$ cat config.mk
export PLATFORM = sky130hd
export DESIGN_NAME = mii_rx_fcs_check
export DESIGN_NICKNAME = d
export VERILOG_FILES = /design/src/rtl/mii_fcs_pkg.sv /design/src/rtl/mii_nib_framer.sv /design/src/rtl/crc32_byte_engine.sv /design/src/rtl/fcs_tail_track.sv /design/src/rtl/mii_rx_fcs_check.sv
export SDC_FILE = /design/constraint.sdc
export NUM_CORES = 1
export LEC_CHECK = 0
export BUFFER_PORTS_ARGS = -buffer_cell sky130_fd_sc_hd__buf_2
export CORE_MARGIN = 2
export CORE_UTILIZATION = 35
export DETAILED_ROUTE_END_ITERATION = 6
export PLACE_DENSITY_LB_ADDON = 0.2
export SKIP_CTS_REPAIR_TIMING = 1
export SLEW_MARGIN = 20
export SYNTH_ARGS = -nofsm -noshare
export SYNTH_HDL_FRONTEND = slang
export SYNTH_SLANG_ARGS = --single-unit
export TNS_END_PERCENT = 50
$ cat constraint.sdc
create_clock -name clk -period 11.8 [get_ports clk]
set_input_delay 2.36 -clock clk [delete_from_list [all_inputs] [get_ports clk]]
set_output_delay 2.36 -clock clk [all_outputs]
set_load 0.005 [all_outputs]
$ cat src/rtl/mii_fcs_pkg.sv
package mii_fcs_pkg;
  localparam int          NIB_W        = 4;
  localparam int          CRC_W        = 32;
  localparam int          FCS_BYTES    = 4;
  localparam logic [31:0] CRC_POLY     = 32'hEDB88320;
  localparam logic [31:0] CRC_RESIDUE  = 32'hDEBB20E3;
  localparam logic [3:0]  NIB_SFD      = 4'hD;

  typedef enum logic [1:0] {
    RX_IDLE = 2'd0,
    RX_PRE  = 2'd1,
    RX_DATA = 2'd2
  } rx_state_e;
endpackage

$ cat src/rtl/mii_nib_framer.sv
module mii_nib_framer
  import mii_fcs_pkg::*;
#(
  parameter int W     = NIB_W,
  parameter logic [W-1:0] SFD = NIB_SFD
) (
  input  logic           clk,
  input  logic           rst_n,
  input  logic           rx_dv,
  input  logic [W-1:0]   rx_nib,
  output logic           sfd_seen,
  output logic           byte_vld,
  output logic [2*W-1:0] byte_dat,
  output logic           frame_end,
  output logic           odd_nib
);
  rx_state_e    state_q, state_d;
  logic         half_q, half_d;
  logic         low_en;
  logic [W-1:0] low_q;

  always_comb begin
    state_d   = state_q;
    half_d    = half_q;
    sfd_seen  = 1'b0;
    byte_vld  = 1'b0;
    frame_end = 1'b0;
    low_en    = 1'b0;
    case (state_q)
      RX_IDLE: begin
        if (rx_dv) begin
          if (rx_nib == SFD) begin
            state_d  = RX_DATA;
            sfd_seen = 1'b1;
            half_d   = 1'b0;
          end else begin
            state_d = RX_PRE;
          end
        end
      end
      RX_PRE: begin
        if (!rx_dv) begin
          state_d = RX_IDLE;
        end else if (rx_nib == SFD) begin
          state_d  = RX_DATA;
          sfd_seen = 1'b1;
          half_d   = 1'b0;
        end
      end
      RX_DATA: begin
        if (!rx_dv) begin
          frame_end = 1'b1;
          state_d   = RX_IDLE;
          half_d    = 1'b0;
        end else if (!half_q) begin
          low_en = 1'b1;
          half_d = 1'b1;
        end else begin
          byte_vld = 1'b1;
          half_d   = 1'b0;
        end
      end
      default: state_d = RX_IDLE;
    endcase
  end

  assign byte_dat = {rx_nib, low_q};
  assign odd_nib  = half_q;

  always_ff @(posedge clk or negedge rst_n) begin
    if (!rst_n) begin
      state_q <= RX_IDLE;
      half_q  <= 1'b0;
    end else begin
      state_q <= state_d;
      half_q  <= half_d;
    end
  end

  always_ff @(posedge clk or negedge rst_n) begin
    if (!rst_n) begin
      low_q <= '0;
    end else if (low_en) begin
      low_q <= rx_nib;
    end
  end

  // two nibbles per byte: bytes never arrive on consecutive clocks
  assert_byte_spacing_R1: assert property (@(posedge clk) disable iff (!rst_n)
    byte_vld |=> !byte_vld);
  // no byte may be assembled from a nibble that preceded the delimiter
  assert_no_bytes_before_sfd_R2: assert property (@(posedge clk) disable iff (!rst_n)
    sfd_seen |=> !byte_vld);
endmodule

$ cat src/rtl/crc32_byte_engine.sv
module crc32_byte_engine
  import mii_fcs_pkg::*;
#(
  parameter int             CW     = CRC_W,
  parameter int             BW     = 2 * NIB_W,
  parameter logic [CW-1:0]  POLY   = CRC_POLY
) (
  input  logic          clk,
  input  logic          rst_n,
  input  logic          init,
  input  logic          upd,
  input  logic [BW-1:0] dat,
  output logic [CW-1:0] crc_q
);
  localparam logic [CW-1:0] PRESET = '1;

  logic [CW-1:0] step;
  logic [CW-1:0] crc_d;
  logic          fb;

  always_comb begin
    step = crc_q;
    fb   = 1'b0;
    for (int i = 0; i < BW; i++) begin
      fb   = step[0] ^ dat[i];
      step = {1'b0, step[CW-1:1]} ^ (fb ? POLY : '0);
    end
  end

  always_comb begin
    crc_d = crc_q;
    if (init)      crc_d = PRESET;
    else if (upd)  crc_d = step;
  end

  always_ff @(posedge clk or negedge rst_n) begin
    if (!rst_n) crc_q <= PRESET;
    else        crc_q <= crc_d;
  end

  assert_preset_after_init_R3: assert property (@(posedge clk) disable iff (!rst_n)
    init |=> (crc_q == PRESET));
endmodule

$ cat src/rtl/fcs_tail_track.sv
module fcs_tail_track
  import mii_fcs_pkg::*;
#(
  parameter int CW = CRC_W,
  parameter int BW = 2 * NIB_W,
  parameter int NB = FCS_BYTES
) (
  input  logic           clk,
  input  logic           rst_n,
  input  logic           clear,
  input  logic           push,
  input  logic [CW-1:0]  crc_in,
  input  logic [BW-1:0]  dat,
  output logic [CW-1:0]  crc_body,
  output logic [NB*BW-1:0] tail
);
  localparam int TW = NB * BW;

  logic [CW-1:0] hist_q [NB];
  logic [TW-1:0] tail_q, tail_d;

  for (genvar g = 0; g < NB; g++) begin : g_hist
    logic [CW-1:0] stage_in;
    if (g == 0) begin : g_head
      assign stage_in = crc_in;
    end else begin : g_link
      assign stage_in = hist_q[g-1];
    end
    always_ff @(posedge clk or negedge rst_n) begin
      if (!rst_n)      hist_q[g] <= '1;
      else if (clear)  hist_q[g] <= '1;
      else if (push)   hist_q[g] <= stage_in;
    end
  end

  always_comb begin
    tail_d = tail_q;
    if (clear)      tail_d = '0;
    else if (push)  tail_d = {dat, tail_q[TW-1:BW]};
  end

  always_ff @(posedge clk or negedge rst_n) begin
    if (!rst_n) tail_q <= '0;
    else        tail_q <= tail_d;
  end

  assign crc_body = hist_q[NB-1];
  assign tail     = tail_q;

  assert_tail_cleared_R5: assert property (@(posedge clk) disable iff (!rst_n)
    clear |=> (tail_q == '0));
endmodule

$ cat src/rtl/mii_rx_fcs_check.sv
module mii_rx_fcs_check
  import mii_fcs_pkg::*;
#(
  parameter int             NW      = NIB_W,
  parameter int             CW      = CRC_W,
  parameter int             NB      = FCS_BYTES,
  parameter logic [CW-1:0]  RESIDUE = CRC_RESIDUE
) (
  input  logic          clk,
  input  logic          rst_n,
  input  logic          rx_dv,
  input  logic [NW-1:0] rx_nib,
  output logic          frame_done,
  output logic          fcs_good,
  output logic          align_err,
  output logic [CW-1:0] fcs_calc,
  output logic [CW-1:0] rx_fcs
);
  localparam int BW = 2 * NW;

  logic          rst_meta_q, rst_sync_q;
  logic          sfd_seen, byte_vld, frame_end, odd_nib;
  logic [BW-1:0] byte_dat;
  logic [CW-1:0] crc_q, crc_body;
  logic [NB*BW-1:0] tail;

  logic          done_d, good_d, align_d;
  logic [CW-1:0] calc_d, rxfcs_d;

  always_ff @(posedge clk or negedge rst_n) begin
    if (!rst_n) begin
      rst_meta_q <= 1'b0;
      rst_sync_q <= 1'b0;
    end else begin
      rst_meta_q <= 1'b1;
      rst_sync_q <= rst_meta_q;
    end
  end

  mii_nib_framer #(.W(NW)) i_framer (
    .clk(clk), .rst_n(rst_sync_q), .rx_dv(rx_dv), .rx_nib(rx_nib),
    .sfd_seen(sfd_seen), .byte_vld(byte_vld), .byte_dat(byte_dat),
    .frame_end(frame_end), .odd_nib(odd_nib)
  );

  crc32_byte_engine #(.CW(CW), .BW(BW)) i_crc (
    .clk(clk), .rst_n(rst_sync_q), .init(sfd_seen | frame_end),
    .upd(byte_vld), .dat(byte_dat), .crc_q(crc_q)
  );

  fcs_tail_track #(.CW(CW), .BW(BW), .NB(NB)) i_tail (
    .clk(clk), .rst_n(rst_sync_q), .clear(sfd_seen), .push(byte_vld),
    .crc_in(crc_q), .dat(byte_dat), .crc_body(crc_body), .tail(tail)
  );

  always_comb begin
    done_d  = frame_end;
    good_d  = frame_end && !odd_nib && (crc_q == RESIDUE);
    align_d = frame_end && odd_nib;
    calc_d  = frame_end ? ~crc_body : fcs_calc;
    rxfcs_d = frame_end ? tail[CW-1:0] : rx_fcs;
  end

  always_ff @(posedge clk or negedge rst_n) begin
    if (!rst_n) begin
      frame_done <= 1'b0;
      fcs_good   <= 1'b0;
      align_err  <= 1'b0;
      fcs_calc   <= '0;
      rx_fcs     <= '0;
    end else if (!rst_sync_q) begin
      frame_done <= 1'b0;
      fcs_good   <= 1'b0;
      align_err  <= 1'b0;
      fcs_calc   <= '0;
      rx_fcs     <= '0;
    end else begin
      frame_done <= done_d;
      fcs_good   <= good_d;
      align_err  <= align_d;
      fcs_calc   <= calc_d;
      rx_fcs     <= rxfcs_d;
    end
  end

  assert_good_needs_done_R4: assert property (@(posedge clk) disable iff (!rst_sync_q)
    fcs_good |-> frame_done);
  assert_align_excludes_good_R7: assert property (@(posedge clk) disable iff (!rst_sync_q)
    align_err |-> (frame_done && !fcs_good));
  assert_done_single_pulse_R6: assert property (@(posedge clk) disable iff (!rst_sync_q)
    frame_done |=> !frame_done);
  assert_values_hold_R5: assert property (@(posedge clk) disable iff (!rst_sync_q)
    !frame_done |-> ($stable(fcs_calc) && $stable(rx_fcs)));
  assert_crc_rearm_R9: assert property (@(posedge clk) disable iff (!rst_sync_q)
    frame_end |=> (crc_q == '1));
endmodule

==> run_results.csv, run 1 <==
group,metric,value,unit
logic_synthesis,synth_seq_area_share,0.637,
logic_synthesis,synth_area_leaders,"sky130_fd_sc_hd__dfstp_2, sky130_fd_sc_hd__dfrtp_1, sky130_fd_sc_hd__o22a_1, sky130_fd_sc_hd__nand2_1, sky130_fd_sc_hd__xnor2_1",
logic_synthesis,mappedNetlistNets,833,
timing,setup_violations,0,
timing,final-hold-violation-count,0,
power_and_ir_drop,power_density,215,nW/um^2
setup_path,worstSetupPathType,"input port to flop",
detailed_routing,vias,6448,
final_layout,layout-drive-gt1-share,0.346,
setup_path,critPathArrivalTime,4460,ps
logic_synthesis,netlist_area,10800,um^2
logic_synthesis,asyncSetResetFlopFracSynth,1.00,
clocking,cts_h_tree_depth,1,
timing,timing.setup.tns,0,ps
floorplanning,number_of_rows_in_the_core_area,64,
timing,time_the_worst_path_needs_with_i_o_delays_and_setup,3980,ps
global_route,grt_util_all_layers,0.137,
power_and_ir_drop,vdd_drop_max,0.000106,V
setup_path,setup.worst_path.start_class,"input port",
timing,slew_headroom,0.355,
floorplanning,die_area,32400,um^2
clocking,root_buffer,"sky130_fd_sc_hd__clkbuf_16",
worst_hold_path,timing.hold.worst.class,"flop to flop",
timing,maxSlewViolCount,0,
detailed_routing,finalWirelength,22.2,mm
timing,worst_clock_skew,13.0,ps
detailed_routing,routedWlPerCell,17.2,um
timing,grt_setup_unrepaired,"no",
logic_synthesis,netlist_instances,826,
clocking,path_clk_slew,60,ps
setup_path,critical_path.top_delay_family,"simple AND/OR/NAND/NOR gates",
final_layout,fillerInstances,2886,
final_layout,antenna_cells_inserted,0,
detailed_routing,initialDrtViolationCount,404,
floorplanning,start_util,0.355,
final_layout,final_nets,879,
global_route,grt_max_degree,135,
logic_synthesis,yosys-top-cells-count,"sky130_fd_sc_hd__dfstp_2, sky130_fd_sc_hd__o22a_1, sky130_fd_sc_hd__dfrtp_1, sky130_fd_sc_hd__nand2_1, sky130_fd_sc_hd__clkbuf_1",
global_route,gr-total-overflow,0,
status,result_of_the_run,"complete, no violations",
floorplanning,core,30600,um^2
global_route,grt_pass1_wl,36.9,mm
final_layout,flow.area_growth_from_synthesis,16.1,%
setup_path,worstPathCellList,"buf_2 > nand3_4 > nand2_4 > buf_6 > o22a_1",
floorplanning,die_width,180,um
timing,timing_worst_slew_pin_value,968,ps
timing,final_worst_path_period_share,0.337,
run,cap_viol_max_count,0,
final_layout,finalCoreUtilization,0.412,
logic_synthesis,synth.distinct_cells,41,
clocking,cts_tree,"yes",
logic_synthesis,synth_seq_cells,268,
placed_design,place_congestion,0.761,
clocking,cts_buffer_depth,3,
placed_design,port-buffer-count,73,
setup_path,worstPathRequired,12280,ps
setup_path,critPathLaunch,"rx_dv",
setup_path,startpoint_of_the_worst_register_to_register_path,"i_framer.state_q[1]$_DFFE_PN0P_",
setup_path,critPathCaptureType,"flop",
clocking,clock_sink_count,268,
worst_hold_path,hold_start,"rst_meta_q$_DFF_PN0_",
floorplanning,floorplan.die.height,180,um
timing,timing.fmax,251,MHz
logic_synthesis,yosys.cell_count.top_type,"sky130_fd_sc_hd__dfstp_2",
logic_synthesis,synth.top_cell.area_share,0.387,
logic_synthesis,syn_area_per_cell,13.1,um^2
global_route,grt_antenna_before_repair,0,
logic_synthesis,synth-main-ff-cell,"sky130_fd_sc_hd__dfstp_2",
detailed_routing,post_drt_via_cell_ratio,5.00,
setup_path,critPathMaxStageDelay,650,ps
setup_path,bufs_and_invs_on_worst_path,2,
logic_synthesis,synth-warning-count,0,
detailed_routing,route.antenna.remaining_nets,0,
floorplanning,num_io_pins,74,
power_and_ir_drop,power.leakage,5.18,nW
logic_synthesis,yosys_top_cell_by_area,"sky130_fd_sc_hd__dfstp_2",
detailed_routing,post_route_drc,0,
clocking,clock_latency_at_the_later_pin_of_the_worst_skew_pair,540,ps
detailed_routing,drtPass1Iterations,4,
setup_path,cpMaxStageDelayCell,"sky130_fd_sc_hd__buf_6",
global_route,first_global_vias,6541,
clocking,cts-buffers-inserted,29,
placed_design,dp_hpwl,13.1,mm
logic_synthesis,number_of_synthesized_flops_with_an_enable_pin,0,
setup_path,critical_path.max_fanout,112,
==> report_power, final <==
part	internal, mW	switching, mW	total (mW)
Combinational	0.277	0.234	0.511
Clock	0.606	0.362	0.967
Sequential	1.12	0.108	1.23
==> cells in the final DEF, fill, tap and decap left out, types with 2 or more instances in the layout <==
cell,instances
sky130_fd_sc_hd__and3_1,3
sky130_fd_sc_hd__xor2_2,2
sky130_fd_sc_hd__buf_4,5
sky130_fd_sc_hd__nor4bb_1,2
sky130_fd_sc_hd__xnor2_2,2
sky130_fd_sc_hd__bufinv_16,4
sky130_fd_sc_hd__xnor2_1,42
sky130_fd_sc_hd__xor2_1,18
sky130_fd_sc_hd__xnor3_1,3
sky130_fd_sc_hd__nor2_1,2
sky130_fd_sc_hd__dfstp_2,160
sky130_fd_sc_hd__clkbuf_16,29
sky130_fd_sc_hd__o22a_1,134
sky130_fd_sc_hd__dfrtp_1,107
sky130_fd_sc_hd__inv_6,2
sky130_fd_sc_hd__buf_2,72
sky130_fd_sc_hd__o21ai_0,32
sky130_fd_sc_hd__nand4_1,2
sky130_fd_sc_hd__xor2_4,2
sky130_fd_sc_hd__nand2_1,101
sky130_fd_sc_hd__a21boi_0,32
sky130_fd_sc_hd__clkinv_2,2
sky130_fd_sc_hd__a2bb2oi_1,26
sky130_fd_sc_hd__mux2_2,4
sky130_fd_sc_hd__nor3b_1,2
sky130_fd_sc_hd__clkbuf_1,4
sky130_fd_sc_hd__clkbuf_8,11
sky130_fd_sc_hd__a22o_1,30
sky130_fd_sc_hd__and2_1,34
==> sequential cells by signal (all words and copies together) (netlist names) <==
| register | count |
|---|---|
| align_err | 1 |
| fcs_calc | 32 |
| fcs_good | 1 |
| frame_done | 1 |
| i_crc.crc_q | 32 |
| i_framer.low_q | 4 |
| i_framer.odd_nib | 1 |
| i_framer.state_q | 2 |
| i_tail.crc_body | 32 |
| i_tail.g_hist.stage_in | 96 |
| i_tail.tail | 32 |
| rst_meta_q | 1 |
| rst_sync_q | 1 |
| rx_fcs | 32 |
==> worst paths after layout <==
kind,slack [ps],cells past startpoint,end
max reg2reg,8940,5,i_tail.g_hist[1].stage_in[25]$_DFFE_PN1P_
min reg2reg,350,0,rst_sync_q$_DFF_PN0_
max,7820,5,i_tail.g_hist[1].stage_in[25]$_DFFE_PN1P_
min in group asynchronous,410,0,i_tail.tail[25]$_DFFE_PN0P_
max in group asynchronous,9140,1,rst_sync_q$_DFF_PN0_
min,350,0,rst_sync_q$_DFF_PN0_
==> logic make-up after synthesis <==
logic type,after synthesis,share of synthesized area
muxes,4,0.00415
AOI/OAI and AO/OA,256,0.192
other,1,0.000346
and+or+nand+nor,161,0.0701
DFF,268,0.637
buffers and inverters,64,0.0240
xor gates and xnor gates,72,0.0728
==> through the flow <==
step / power, mW / hold slack [ps] / worst slack (ps) / cells / cell area [um^2]
after floorplan: 1.64 / 331 / 6010 / 826 / 10800
after global placement: 1.76 / 333 / 6860 / 1237 / 11500
after detailed placement: 1.76 / 335 / 7000 / 1237 / 11500
after CTS: 2.75 / 349 / 7570 / 1290 / 12600
after global routing: 2.85 / 367 / 7620 / 1290 / 12600
final: 2.71 / 349 / 7820 / 1290 / 12600
==> worst reg2reg max path: cells and delay by family (launching register included) <==
kind                   cells  cell delay (ps)
AO/OA/AOI/OAI              1              350
buffers and inverters      1              650
flip-flops                 1              380
AND/OR/NAND/NOR            3             1420
==> layout make-up <==
type / instances / area, um^2 / area share
clock buffer: 44 / 892 / 0.0708
clock inverter: 9 / 151 / 0.0120
multi-input combinational: 494 / 3720 / 0.295
sequential: 268 / 6910 / 0.549
tap: 396 / 495 / 0.0393
timing repair buffer: 79 / 429 / 0.0341
==> routing by layer <==
metal  wire [um]  GRT usage
met3         698     0.0226
met2       10200      0.215
met1       10900      0.201
met5           0          0
met4         352     0.0300
Note: power is estimated with default switching activity, not from simulation.
==> run 2: changes to the inputs <==
- clock period: 11.8 -> 4.1 ns (I/O delays scaled with it)
==> run 2 against run 1 <==
  * Critical path depth is 2 higher
  * Cell count is 0.70% higher
  * Total power grew to 2.8 times the previous value
  * Clock power grew to 2.6 times the previous value
  * Clock skew is 4.5 ps lower
  * Global-route usage is 0.61 points higher
  * First-iteration DRC count is 4.2% lower
==> run_results.csv, run 2 (same netlist as run 1, synthesis figures left out) <==
group,metric,value,unit
floorplanning,num_io_pins,74,
setup_path,critical_path.max_fanout,38,
detailed_routing,routedWlPerCell,17.5,um
detailed_routing,post_drt_via_cell_ratio,5.07,
clocking,cts_h_tree_depth,1,
setup_path,most_frequent_cell_on_the_critical_path,"sky130_fd_sc_hd__buf_4",
power_and_ir_drop,netSwitchingFraction,0.269,
setup_path,worstPathCellList,"nor2b_1 > nand3_4 > and2_1 > buf_4 > nand2_1 > buf_4 > a2bb2oi_1",
clocking,cts-buffers-inserted,29,
power_and_ir_drop,vdd_drop_max,0.000311,V
setup_path,critPathCaptureType,"flop",
run,cap_viol_max_count,0,
final_layout,flow.area_growth_from_synthesis,15.7,%
final_layout,layout_commonest_cell,"sky130_fd_sc_hd__dfstp_2",
timing,time_the_worst_path_needs_with_i_o_delays_and_setup,2550,ps
power_and_ir_drop,power_frac_clock,0.329,
power_and_ir_drop,power_switching,2.02,mW
final_layout,layout-drive-gt1-share,0.344,
setup_path,critical_path.top_delay_family,"simple AND/OR/NAND/NOR gates",
clocking,cts_buffer_depth,3,
power_and_ir_drop,power_density,599,nW/um^2
global_route,grt_max_degree,129,
timing,slew_headroom,0.275,
setup_path,critPathMaxStageDelay,440,ps
power_and_ir_drop,power.leakage,5.17,nW
timing,timing.setup.tns,0,ps
timing,final_worst_path_period_share,0.622,
status,result_of_the_run,"complete, no violations",
setup_path,critPathArrivalTime,3010,ps
timing,grt_setup_unrepaired,"no",
global_route,gr-total-overflow,0,
global_route,grt_pass1_wl,38.4,mm
power_and_ir_drop,share_of_power_burned_in_registers,0.473,
clocking,clock_sink_count,268,
timing,timing.fmax,392,MHz
global_route,first_global_vias,6809,
timing,final-hold-violation-count,0,
detailed_routing,initialDrtViolationCount,387,
floorplanning,number_of_rows_in_the_core_area,64,
timing,worst_clock_skew,8.46,ps
setup_path,worstPathRequired,4560,ps
placed_design,port-buffer-count,73,
timing,maxSlewViolCount,0,
final_layout,final_nets,888,
timing,timing_worst_slew_pin_value,1090,ps
final_layout,finalCoreUtilization,0.410,
timing,setup_violations,0,
detailed_routing,vias,6582,
global_route,grt_util_all_layers,0.143,
power_and_ir_drop,p_int,5.50,mW
final_layout,multiInputGateArea,3710,um^2
global_route,grt_antenna_before_repair,1,
setup_path,bufs_and_invs_on_worst_path,2,
placed_design,dp_hpwl,13.8,mm
setup_path,setup.worst_path.start_class,"flop",
detailed_routing,post_route_drc,0,
floorplanning,die_area,32400,um^2
power_and_ir_drop,power_frac_comb,0.199,
placed_design,place_congestion,0.774,
final_layout,most_used_cells_in_the_layout_excluding_fill_and_tap_cells,"sky130_fd_sc_hd__dfstp_2, sky130_fd_sc_hd__o22a_1, sky130_fd_sc_hd__dfrtp_1",
clocking,clock_latency_at_the_later_pin_of_the_worst_skew_pair,540,ps
detailed_routing,route.antenna.remaining_nets,0,
final_layout,largest_register_ffs,96,
floorplanning,die_width,180,um
floorplanning,floorplan.die.height,180,um
clocking,cts_tree,"yes",
final_layout,antenna_cells_inserted,0,
floorplanning,core,30600,um^2
setup_path,worstSetupPathType,"flop to flop",
clocking,root_buffer,"sky130_fd_sc_hd__clkbuf_16",
worst_hold_path,timing.hold.worst.class,"input port to async pin",
final_layout,layout.area.seq,6910,um^2
final_layout,fillerInstances,2892,
detailed_routing,drtPass1Iterations,4,
setup_path,cpMaxStageDelayCell,"sky130_fd_sc_hd__nand3_4",
clocking,path_clk_slew,60,ps
floorplanning,start_util,0.355,
detailed_routing,finalWirelength,22.7,mm
[run 2: cell count changes in the layout (fill, tap and decap cells not counted), sizes merged]
| cell | change |
|---|---|
| bufinv | -4 |
| clkbuf | +4 |
| buf | +9 |
| inv | -2 |
| clkinv | +2 |
[run 2: worst reg2reg max path, stage by stage, from the launching register on]
cell and delay [ps]:
sky130_fd_sc_hd__dfrtp_1 370, sky130_fd_sc_hd__nor2b_1 430, sky130_fd_sc_hd__nand3_4 440, sky130_fd_sc_hd__and2_1 290
sky130_fd_sc_hd__buf_4 240, sky130_fd_sc_hd__nand2_1 110, sky130_fd_sc_hd__buf_4 370, sky130_fd_sc_hd__a2bb2oi_1 210
[run 2: cell type report]
type                            count  share of cell area
Timing Repair Buffer               88              0.0416
Tap cell                          396              0.0395
Clock buffer                       48              0.0707
Multi-Input combinational cell    494               0.296
Sequential cell                   268               0.550
Clock inverter                      5             0.00219
[run 2: power groups by stage]
stage               logic [mW]  clock network (mW)  registers (mW)
floorplan                 1.24                   0            3.48
global placement          1.49                   0            3.60
detailed placement        1.51                   0            3.61
CTS                       1.52                2.55            3.57
global route              1.64                2.66            3.62
finish                    1.49                2.47            3.55
[run 2: path summary, 6_finish.rpt]
path | from | endpoint | slack [ps] | depth (start not counted)
min in group clk | rst_meta_q$_DFF_PN0_ | rst_sync_q$_DFF_PN0_ | 350 | 0
hold / removal | rst_n | rst_sync_q$_DFF_PN0_ | 270 | 1
setup reg to reg | i_framer.state_q[1]$_DFFE_PN0P_ | i_crc.crc_q[20]$_DFFE_PN1P_ | 1550 | 7
setup / recovery | i_framer.state_q[1]$_DFFE_PN0P_ | i_crc.crc_q[20]$_DFFE_PN1P_ | 1550 | 7
max in group asynchronous | rst_sync_q$_DFF_PN0_ | i_tail.g_hist[2].stage_in[0]$_DFFE_PN1P_ | 2560 | 2
hold reg to reg | rst_meta_q$_DFF_PN0_ | rst_sync_q$_DFF_PN0_ | 350 | 0
[run 2: stage by stage]
stage               total power [mW]  instances  hold WS, ps  area (um^2)  setup WS (ps)
finish                          7.52       1299          269        12600           1550
global route                    7.92       1299          356        12600           1330
CTS                             7.63       1299          360        12600           1540
detailed placement              5.11       1246          346        11600           1320
global placement                5.10       1246          332        11600           1380
floorplan                       4.71        826          331        10900            750
[run 2: layer usage]
layer  vias up  share of wire  global-route usage
met1      3369           0.49               0.204
met5         -              0                   0
met3        38          0.033              0.0222
met2        97           0.46               0.226
li1       3078              -                   -
met4         0          0.026              0.0432
